### src/rtl/asram_ctrl.sv
module asram_ctrl #(
  parameter int AW        = 17,
  parameter int LANE_W    = 8,
  parameter int T_CLK_PS  = 10000,
  parameter int T_ACC_PS  = 55000,
  parameter int T_OFF_PS  = 20000,
  parameter int T_WP_PS   = 45000
) (
  input  logic                  clk,
  input  logic                  rst,
  input  logic                  host_req,
  input  logic                  host_we,
  input  logic [AW-1:0]         host_addr,
  input  logic [2*LANE_W-1:0]   host_wdata,
  input  logic [1:0]            host_mask,
  output logic                  host_ready,
  output logic [2*LANE_W-1:0]   host_rdata,
  output logic                  host_rvalid,
  output logic                  mem_ce_n,
  output logic                  mem_ce2,
  output logic                  mem_we_n,
  output logic                  mem_oe_n,
  output logic                  mem_lb_n,
  output logic                  mem_ub_n,
  output logic [AW-1:0]         mem_addr,
  input  logic [2*LANE_W-1:0]   mem_dq_i,
  output logic [2*LANE_W-1:0]   mem_dq_o,
  output logic                  mem_dq_oe
);
  function automatic int to_cyc(input int ps);
    int c;
    c = (ps + T_CLK_PS - 1) / T_CLK_PS;
    return (c < 1) ? 1 : c;
  endfunction

  localparam int RD_CYC   = to_cyc(T_ACC_PS);
  localparam int TURN_CYC = to_cyc(T_OFF_PS);
  localparam int WP_CYC   = to_cyc(T_WP_PS);
  localparam int MAXC     = (RD_CYC > TURN_CYC) ? ((RD_CYC > WP_CYC) ? RD_CYC : WP_CYC)
                                                : ((TURN_CYC > WP_CYC) ? TURN_CYC : WP_CYC);
  localparam int CW       = $clog2(MAXC + 1);

  typedef enum logic [2:0] {S_IDLE, S_RD, S_TURN, S_WP, S_HOLD} st_t;

  st_t           st;
  logic [CW-1:0] cnt;
  logic [2*LANE_W-1:0] lane_keep;

  assign host_ready = (st == S_IDLE);
  assign lane_keep  = {{LANE_W{~mem_ub_n}}, {LANE_W{~mem_lb_n}}};

  always_ff @(posedge clk) begin
    if (rst) begin
      st          <= S_IDLE;
      cnt         <= '0;
      mem_ce_n    <= 1'b1;
      mem_ce2     <= 1'b0;
      mem_we_n    <= 1'b1;
      mem_oe_n    <= 1'b1;
      mem_lb_n    <= 1'b1;
      mem_ub_n    <= 1'b1;
      mem_dq_oe   <= 1'b0;
      mem_addr    <= '0;
      mem_dq_o    <= '0;
      host_rdata  <= '0;
      host_rvalid <= 1'b0;
    end else begin
      host_rvalid <= 1'b0;
      case (st)
        S_IDLE: if (host_req) begin
          mem_addr <= host_addr;
          mem_ce_n <= 1'b0;
          mem_ce2  <= 1'b1;
          mem_lb_n <= ~host_mask[0];
          mem_ub_n <= ~host_mask[1];
          if (host_we) begin
            mem_dq_o <= host_wdata;
            cnt      <= CW'(TURN_CYC - 1);
            st       <= S_TURN;
          end else begin
            mem_oe_n <= 1'b0;
            cnt      <= CW'(RD_CYC - 1);
            st       <= S_RD;
          end
        end
        S_RD: if (cnt == '0) begin
          host_rdata  <= mem_dq_i & lane_keep;
          host_rvalid <= 1'b1;
          mem_oe_n    <= 1'b1;
          mem_ce_n    <= 1'b1;
          mem_ce2     <= 1'b0;
          mem_lb_n    <= 1'b1;
          mem_ub_n    <= 1'b1;
          st          <= S_IDLE;
        end else cnt <= cnt - 1'b1;
        S_TURN: if (cnt == '0) begin
          mem_we_n  <= 1'b0;
          mem_dq_oe <= 1'b1;
          cnt       <= CW'(WP_CYC - 1);
          st        <= S_WP;
        end else cnt <= cnt - 1'b1;
        S_WP: if (cnt == '0) begin
          mem_we_n <= 1'b1;
          st       <= S_HOLD;
        end else cnt <= cnt - 1'b1;
        S_HOLD: begin
          mem_dq_oe <= 1'b0;
          mem_ce_n  <= 1'b1;
          mem_ce2   <= 1'b0;
          mem_lb_n  <= 1'b1;
          mem_ub_n  <= 1'b1;
          st        <= S_IDLE;
        end
        default: st <= S_IDLE;
      endcase
    end
  end
endmodule


### config.mk
export PLATFORM = sky130hd
export DESIGN_NAME = asram_ctrl
export DESIGN_NICKNAME = d
export VERILOG_FILES = /design/src/rtl/asram_ctrl.sv
export SDC_FILE = /design/constraint.sdc
export NUM_CORES = 1
export LEC_CHECK = 0
export ABC_AREA = 1
export BUFFER_PORTS_ARGS = -buffer_cell sky130_fd_sc_hd__buf_2
export CAP_MARGIN = 20
export CORE_MARGIN = 2
export CORE_UTILIZATION = 42
export CTS_CLUSTER_DIAMETER = 60
export DETAILED_ROUTE_END_ITERATION = 8
export PLACE_DENSITY_LB_ADDON = 0.25
export SLEW_MARGIN = 0
export SYNTH_ARGS = -nofsm -noshare
export SYNTH_HDL_FRONTEND = slang
export SYNTH_SLANG_ARGS = --single-unit
export TNS_END_PERCENT = 5
### constraint.sdc
create_clock -name clk -period 1.45 [get_ports clk]
set_input_delay 0.2175 -clock clk [delete_from_list [all_inputs] [get_ports clk]]
set_output_delay 0.2175 -clock clk [all_outputs]
set_load 0.02 [all_outputs]
Yosys cells after proc, flatten, opt, wreduce, memory -nomap -nowiden

Index checks and enable logic that the tools add are counted.

Bits in registers: 63
Latch bits: 0
RAM bits: 0
Bits in read-only memories: 0
Bits of input ports: 55
Logic and storage cells: 75
Memories kept: 0

Add/sub/neg operators: 1
Multiply operators: 0
Divide/modulo/power cells: 0
$lt $le $gt $ge: 0
Eq/ne operators: 10
Shift operators: 0
Multiplexer cells: 27
Bitwise gates (word level): 6
Reduce and logical (&&, ||, !) cells: 18

Operator list:

| operator                                                              | count |
|---|---|
| 3-bit 2-to-1 mux                                                      | 8 |
| 16-bit AND                                                            | 1 |
| 2-bit inequality test, second input constant                          | 6 |
| 1-bit one-hot mux with 3 select lines                                 | 4 |
| 3-bit one-hot mux with 4 select lines                                 | 1 |
| 3-bit AND reduction                                                   | 4 |
| 1-bit 2-to-1 mux                                                      | 9 |
| 3-bit one-hot mux with 3 select lines                                 | 1 |
| 4-bit AND reduction                                                   | 2 |
| 3-bit by 2-bit equality test with 1-bit output, second input constant | 2 |
| 3-bit zero test                                                       | 2 |
| 1-bit one-hot mux with 2 select lines                                 | 3 |
| 2-bit AND reduction                                                   | 3 |
| 2-bit nonzero test                                                    | 3 |
| 3-bit nonzero test                                                    | 2 |
| 1-bit inverter                                                        | 5 |
| 2-bit OR reduction                                                    | 2 |
| 3-bit by 1-bit equality test with 1-bit output, second input constant | 1 |
| 3-bit equality test, second input constant                            | 1 |
| 3-bit by 1-bit subtractor with 3-bit output, second input constant    | 1 |
| 2-bit 2-to-1 mux                                                      | 1 |

Longest topological paths before layout

Gate-level depths: netlist of run 1.

Depth in word-level cells: 4
Depth in mapped cells: 10
Gate-level depth less buffers: 10

Worst setup path after synthesis of run 1

No wires, ideal clock.

Kind: register to register
From: reg cnt[0]
To: reg host_rdata[0]
Arrival: 1.292 ns
Data required time: 1.383 ns
Slack: 0.091 ns
Cell stages (with the launch flop): 10
Clock period less this slack: 1.359 ns
Cells stage by stage: dfxtp_1 inv_1 ha_1 inv_1 nor2_1 nand2_4 inv_2 nand2_2 buf_6 o21ai_2

Word-level cells in the longest chain between the ends: 2

RTL lines:

| what                          | line | text |
|---|---|---|
| start: declaration            | 46   | `logic [CW-1:0] cnt;` |
| start signal: assignment      | 78   | `cnt <= CW'(TURN_CYC - 1);` |
| start signal: assignment      | 82   | `cnt <= CW'(RD_CYC - 1);` |
| start signal: assignment      | 95   | `end else cnt <= cnt - 1'b1;` |
| 3-bit zero test               | 86   | `S_RD: if (cnt == '0) begin` |
| 2-bit AND reduction (no line) | n/a  |  |
| end signal: assignment        | 87   | `host_rdata <= mem_dq_i & lane_keep;` |
| end: declaration              | 17   | `output logic [2*LANE_W-1:0] host_rdata,` |

Every way passes these cells.
A chain may end at the register's enable or synchronous reset.

Worst setup path in the final report of run 1

From: reg cnt[0]
To: reg mem_lb_n

Word-level cells in the longest chain between the ends: 3

RTL lines:

| what                            | line | text |
|---|---|---|
| 3-bit zero test                 | 86   |  |
| 2-bit inequality test (no line) | n/a  |  |
| 3-bit AND reduction (no line)   | n/a  |  |
| end signal: assignment          | 74   | `mem_lb_n <= ~host_mask[0];` |
| end: declaration                | 23   | `output logic mem_lb_n,` |

Every way passes these cells.

==> run_results.csv, run 1 <==
group,metric,value,unit
logic_synthesis,synth.yosys.seq_area_share,50.0,%
drt,viasPerCell,4.77,
drt,drc,0,
cells_and_area,multi_input_area,1120,um^2
logic_synthesis,synth.distinct_cells,20,
job,drv_cap,0,
logic_synthesis,syn_area,2520,um^2
cells_and_area,regArea,1260,um^2
clock_tree,cts_tree,"yes",
place,dp_hpwl,4630,um
logic_synthesis,yosys.area.top_type,"dfxtp_1",
critical_path,crit_chain,"inv_1 -> ha_1 -> inv_1 -> nor2_4 -> nand2_4 -> nand2_1 -> nand2_2 -> inv_1 -> nand2_1 -> nand3_1",
place,gp_congestion,0.843,
clock_tree,clkLatencyLatePin,0.33,ns
cells_and_area,final_layout_size_suffix_gt1_share,36.3,%
global_route,grt_max_degree,23,
logic_synthesis,yosysTopAreaCellShare,50.0,%
sta,tns,0,ns
clock_tree,root_buffer,"clkbuf_8",
sta,worstMarginPinSlew,0.390,ns
drt,firstDrtPassIters,4,
logic_synthesis,synth_commonest_cells,"dfxtp_1 (63), nand2_1 (62), nor2_1 (46), nand3_1 (45), o21ai_0 (29)",
cells_and_area,area_growth,35.8,%
place,port_buffers,112,
drt,drtIter0Drc,107,
logic_synthesis,synthXorXnorAreaFrac,0,%
place,placed_area,3190,um^2
die,io_pins,113,
logic_synthesis,synth-warning-count,0,
die,initial_utilization,43.1,%
drt,vias,2501,
critical_path,critPathMaxFanout,5,
logic_synthesis,syn_nets,382,
cells_and_area,utilization,58.5,%
worst_hold_path,worstHoldPathType,"in -> reg",
clock_tree,clkTransAtPathRegs,0.07,ns
critical_path,crit_required,1.67,ns
logic_synthesis,syn_inst,325,
logic_synthesis,synthSimpleGateAreaFrac,28.8,%
sta,fin_crit_sh,96.7,%
cells_and_area,nets,501,
critical_path,crit_family,"simple AND/OR/NAND/NOR gates",
power_and_ir_drop,p_per_area,1900,nW/um^2
logic_synthesis,avgSynthCellArea,7.75,um^2
drt,wl_per_cell,12.2,um
logic_synthesis,yosysMostFrequentCell,"dfxtp_1",
logic_synthesis,synth_mux_area_share,0,%
sta,fmax,713,MHz
cells_and_area,diodes,0,
critical_path,cp_slowest_stage_delay,0.35,ns
sta,finalHoldViolations,0,
sta,slew_viol_final,0,
sta,finClkSkew,0.00866,ns
critical_path,cpMostUsedCell,"inv_1",
critical_path,worstSetupPathType,"reg -> reg",
clock_tree,clock-sinks,63,
cells_and_area,fill_cells,556,
critical_path,startpoint_type,"register",
cells_and_area,final_area,3420,um^2
sta,rsz0062_at_grt,"true",
global_route,antenna_found_initial,0,
logic_synthesis,synth_fa_ha_area_share,0.993,%
global_route,grt_pass1_wl,9800,um
sta,fin_crit,1.40,ns
logic_synthesis,synth_compound_area_share,13.8,%
logic_synthesis,synth_edf_count,0,
place,place_ws,-0.0629,ns
status,status,"finished, final reports clean",
logic_synthesis,synth_seq_cells,63,
power_and_ir_drop,max-vdd-ir-drop,0.959,mV
sta,slew_headroom,74.0,%
critical_path,worst_setup_path_end_kind,"register",
sta,setup_ws,0.0478,ns
die,placeableCoreArea,5850,um^2
clock_tree,cts_buffers,9,
power_and_ir_drop,leakagePower,1.72,nW
drt,ant_nets,0,
sta,setup_violations,0,
clock_tree,cts_buffer_depth,2,
global_route,grt_pass1_vias,2261,
logic_synthesis,async_reset_ff_share,0,%
critical_path,cp_data_arrival_time,1.62,ns
die,die_area,6640,um^2
critical_path,worst-path-buf-inv,3,
logic_synthesis,synth_top_family_by_area,"simple AND/OR/NAND/NOR gates",
drt,routed_wl,6370,um
global_route,grt_overflow,0,
critical_path,worst_path_max_delay_cell,"dfxtp_1",
die,die_h,81.5,um
logic_synthesis,synth_area_leaders,"dfxtp_1 (50%), nand2_1 (9.2%), nand3_1 (8.9%)",
global_route,grtUsageTotal,19.4,%
critical_path,regToRegSetupSlack,0.05,ns
die,rows,28,
power_and_ir_drop,power.total,6.51,mW
logic_synthesis,synth_flop_cell,"dfxtp_1",
clock_tree,h-tree-depth,3,
die,die_w,81.5,um
[power by group]
part	switching, mW	internal (mW)	total (mW)	leakage, nW
sequential	0.228	2.10	2.33	0.517
clock	0.662	0.937	1.60	0.103
combinational	1.71	0.876	2.58	1.10
total	2.60	3.91	6.51	1.72
[cells by family after synthesis]
family,Yosys count
AND/OR/NAND/NOR,162
AO/OA/AOI/OAI,62
flip-flops,63
adder cells (fa/ha/maj),2
buffers and inverters,36
[worst paths after layout]
check | from | endpoint | cells after the start
setup / recovery | cnt[0] | mem_lb_n | 10
hold / removal | host_addr[7] | mem_addr[7] | 3
setup reg to reg | cnt[0] | mem_lb_n | 10
hold reg to reg | mem_dq_o[9] | mem_dq_o[9] | 2
[per-stage QoR]
stage	instances	hold slack [ns]
floorplan	325	0.287
global placement	508	0.440
detailed placement	508	0.445
CTS	524	0.0914
global route	524	0.103
finish	524	0.107
[final cells by class]
class                      instances  share of cell area (%)
clock buffer                      14                    5.04
clock inverter                     2                    1.10
inverter                          21                    2.30
multi-input combinational        226                    32.6
sequential                        63                    37.0
tap                               75                    2.74
timing repair buffer             123                    19.2
[registers in the layout (all words and copies together), names as in the netlist]
signal,cells
host_rdata,16
mem_lb_n,1
mem_we_n,1
mem_dq_o,16
mem_ce2,1
mem_dq_oe,1
mem_oe_n,1
cnt,3
mem_addr,17
mem_ce_n,1
st,3
mem_ub_n,1
host_rvalid,1
[what timing repair did]
| item | CTS | global route |
|---|---|---|
| hold buffers | 0 | 0 |
| buffers inserted | 0 | 0 |
| gates resized for setup | 8 | 4 |
| endpoints found under the setup margin | 19 | 16 |
[metal layers]
metal	global-route usage (%)	part of all wire, %
met2	31.7	47
met4	11.9	2.0
met1	22.2	44
met3	5.82	7.1
met5	0	0
[tightest hold or removal path, stage by stage]
cell,delay [ns]
buf_2,0.07
nor2_1,0.03
nor2_1,0.08
[cells in the final DEF (no fill, tap or decap), drive strengths merged]
cell type | synthesis | layout
bufinv | 0 | 1
a21oi | 23 | 23
dfxtp | 63 | 63
nand4 | 1 | 1
nand3 | 45 | 45
nor2 | 49 | 49
clkinvlp | 0 | 1
buf | 8 | 123
inv | 21 | 21
ha | 2 | 2
clkbuf | 7 | 14
nand2 | 67 | 67
o21ai | 38 | 38
o21bai | 1 | 1
(Power assumes the default switching activity.)
==> run 2, diff against run 1 <==
--- a/config.mk
+++ b/config.mk
@@ -13,7 +13,7 @@
 export CTS_CLUSTER_DIAMETER = 60
 export DETAILED_ROUTE_END_ITERATION = 8
 export PLACE_DENSITY_LB_ADDON = 0.25
-export SLEW_MARGIN = 0
+export SETUP_SLACK_MARGIN = 0.2
 export SYNTH_ARGS = -nofsm -noshare
 export SYNTH_HDL_FRONTEND = slang
 export SYNTH_SLANG_ARGS = --single-unit
==> run 2 against run 1 <==
Core utilization rose by 2.5 points. First-iteration DRC count increased by 40%. Flip-flop and latch count did not move. Global-route usage increased by 0.48 points. Largest power group unchanged.
==> run_results.csv, run 2 (same netlist as run 1, synthesis figures left out) <==
group,metric,value,unit
status,status,"finished, final reports clean",
die,initial_utilization,43.1,%
place,port_buffers,112,
global_route,grt_max_degree,19,
power_and_ir_drop,leakagePower,1.78,nW
power_and_ir_drop,p_per_area,1920,nW/um^2
critical_path,rr_startpoint,"cnt[1]",
clock_tree,cts_buffer_depth,2,
critical_path,worstSetupPathType,"reg -> out",
place,gp_congestion,0.893,
critical_path,worst-path-buf-inv,2,
global_route,grt_overflow,0,
cells_and_area,largestRegisters,"mem_addr x17, host_rdata x16, mem_dq_o x16",
die,placeableCoreArea,5850,um^2
drt,routed_wl,6620,um
die,rows,28,
cells_and_area,area_growth,41.7,%
clock_tree,clock-sinks,63,
sta,fmax,775,MHz
cells_and_area,final_layout_size_suffix_gt1_share,41.3,%
cells_and_area,fill_cells,546,
global_route,antenna_found_initial,0,
cells_and_area,diodes,0,
die,die_h,81.5,um
drt,wl_per_cell,12.4,um
power_and_ir_drop,power.total,6.86,mW
place,dp_cells,509,
cells_and_area,top_register,"mem_addr",
sta,tns,0,ns
drt,drtIter0Drc,150,
die,die_area,6640,um^2
global_route,grt_pass1_vias,2264,
critical_path,cp_data_arrival_time,1.07,ns
worst_hold_path,worstHoldPathType,"in -> reg",
critical_path,cp_slowest_stage_delay,0.34,ns
clock_tree,clkTransAtPathRegs,0.07,ns
critical_path,reg2regPathDepth,9,
cells_and_area,final_common_cell,"buf_2",
critical_path,crit_required,1.23,ns
cells_and_area,stdcell_count,533,
drt,ant_nets,0,
critical_path,critPathMaxFanout,4,
clock_tree,cts_buffers,9,
critical_path,crit_family,"flip-flops",
clock_tree,hold_buffers,0,
critical_path,worst_setup_path_end_kind,"primary output",
critical_path,reg2reg_to,"host_rdata[8]",
die,io_pins,113,
sta,worstMarginPinSlew,0.323,ns
clock_tree,h-tree-depth,3,
sta,finalHoldViolations,0,
sta,slew_viol_final,0,
sta,fin_crit,1.29,ns
drt,drc,0,
sta,fin_crit_sh,89.0,%
critical_path,startpoint_type,"register",
cells_and_area,most-common-layout-cells,"buf_2 (111), nand2_1 (59), dfxtp_1 (58)",
critical_path,regToRegSetupSlack,0.19,ns
critical_path,crit_chain,"nor2_4 -> nand2_4 -> inv_4 -> buf_6",
clock_tree,cts_tree,"yes",
sta,rsz0062_at_grt,"true",
global_route,grtUsageTotal,19.9,%
sta,fin_hold_ws,0.115,ns
cells_and_area,utilization,61.0,%
job,drv_cap,0,
worst_hold_path,min_from,"host_addr[6]",
sta,setup_violations,0,
die,die_w,81.5,um
power_and_ir_drop,max-vdd-ir-drop,0.877,mV
drt,viasPerCell,4.93,
critical_path,worst_path_max_delay_cell,"dfxtp_2",
worst_hold_path,hold_depth,3,
worst_hold_path,min_to,"mem_addr[6]",
cells_and_area,largest_register_ffs,17,
clock_tree,clkLatencyLatePin,0.32,ns
sta,slew_headroom,78.4,%
drt,firstDrtPassIters,4,
cells_and_area,nets,510,
clock_tree,root_buffer,"clkbuf_8",
sta,finClkSkew,0.00727,ns
drt,vias,2626,
place,dp_hpwl,4720,um
global_route,grt_pass1_wl,10200,um
-- run 2: cell types whose count changed in the layout (fill, tap and decap cells not counted), sizes merged --
cell	change
buf	+9
-- run 2: worst max-delay path by stage --
stage               cells past startpoint            end  slack, ns  startpoint
floorplan                               9  host_rdata[0]       0.18      cnt[0]
global placement                        6    mem_dq_o[9]       0.11       st[0]
detailed placement                      9  host_rdata[7]       0.05      cnt[0]
CTS                                     4     host_ready       0.15       st[1]
global route                            4     host_ready       0.09       st[1]
finish                                  4     host_ready       0.16       st[1]
-- run 2: metal layers --
metal  global-route usage (%)  vias to the layer above  routed length [um]  part of all wire (%)
met1                     25.6                     1221                2960                    45
met4                     7.29                        0                 102                   1.5
met3                     6.04                       12                 405                   6.1
met2                     31.3                       78                3150                    48
met5                        0                        -                   0                     0
li1                         -                     1315                   -                     -
-- run 2: tightest hold or removal path: cells and delay by family --
kind | cells | cell delay, ns
buffers and inverters | 1 | 0.07
and+or+nand+nor | 2 | 0.11
-- run 2: area by class of cell --
cell class	count	area [um^2]	area share (%)
well taps	75	93.8	2.63
flip-flops and latches	63	1270	35.6
repair buffers	132	736	20.6
multi-input cells	226	1180	33.0
inverters	21	83.8	2.35
clock inverters	2	37.5	1.05
clock buffers	14	173	4.84
-- run 2: timing repair --
| action | in CTS | in global routing |
|---|---|---|
| setup buffers | 6 | 2 |
| pin swaps | 3 | 6 |
| gates resized for setup | 16 | 27 |
| setup endpoints to repair | 60 | 61 |
-- run 2: per-stage QoR --
step                      instance area [um^2]  worst slack (ns)
after floorplan                           2520             0.180
after global placement                    3180             0.107
after detailed placement                  3180            0.0548
after CTS                                 3480             0.145
after global routing                      3570            0.0943
final                                     3570             0.160
-- run 2: power by group --
part / internal (mW) / switching, mW
Sequential: 2.11 / 0.216
Combinational: 1.09 / 1.87
Clock: 0.937 / 0.638
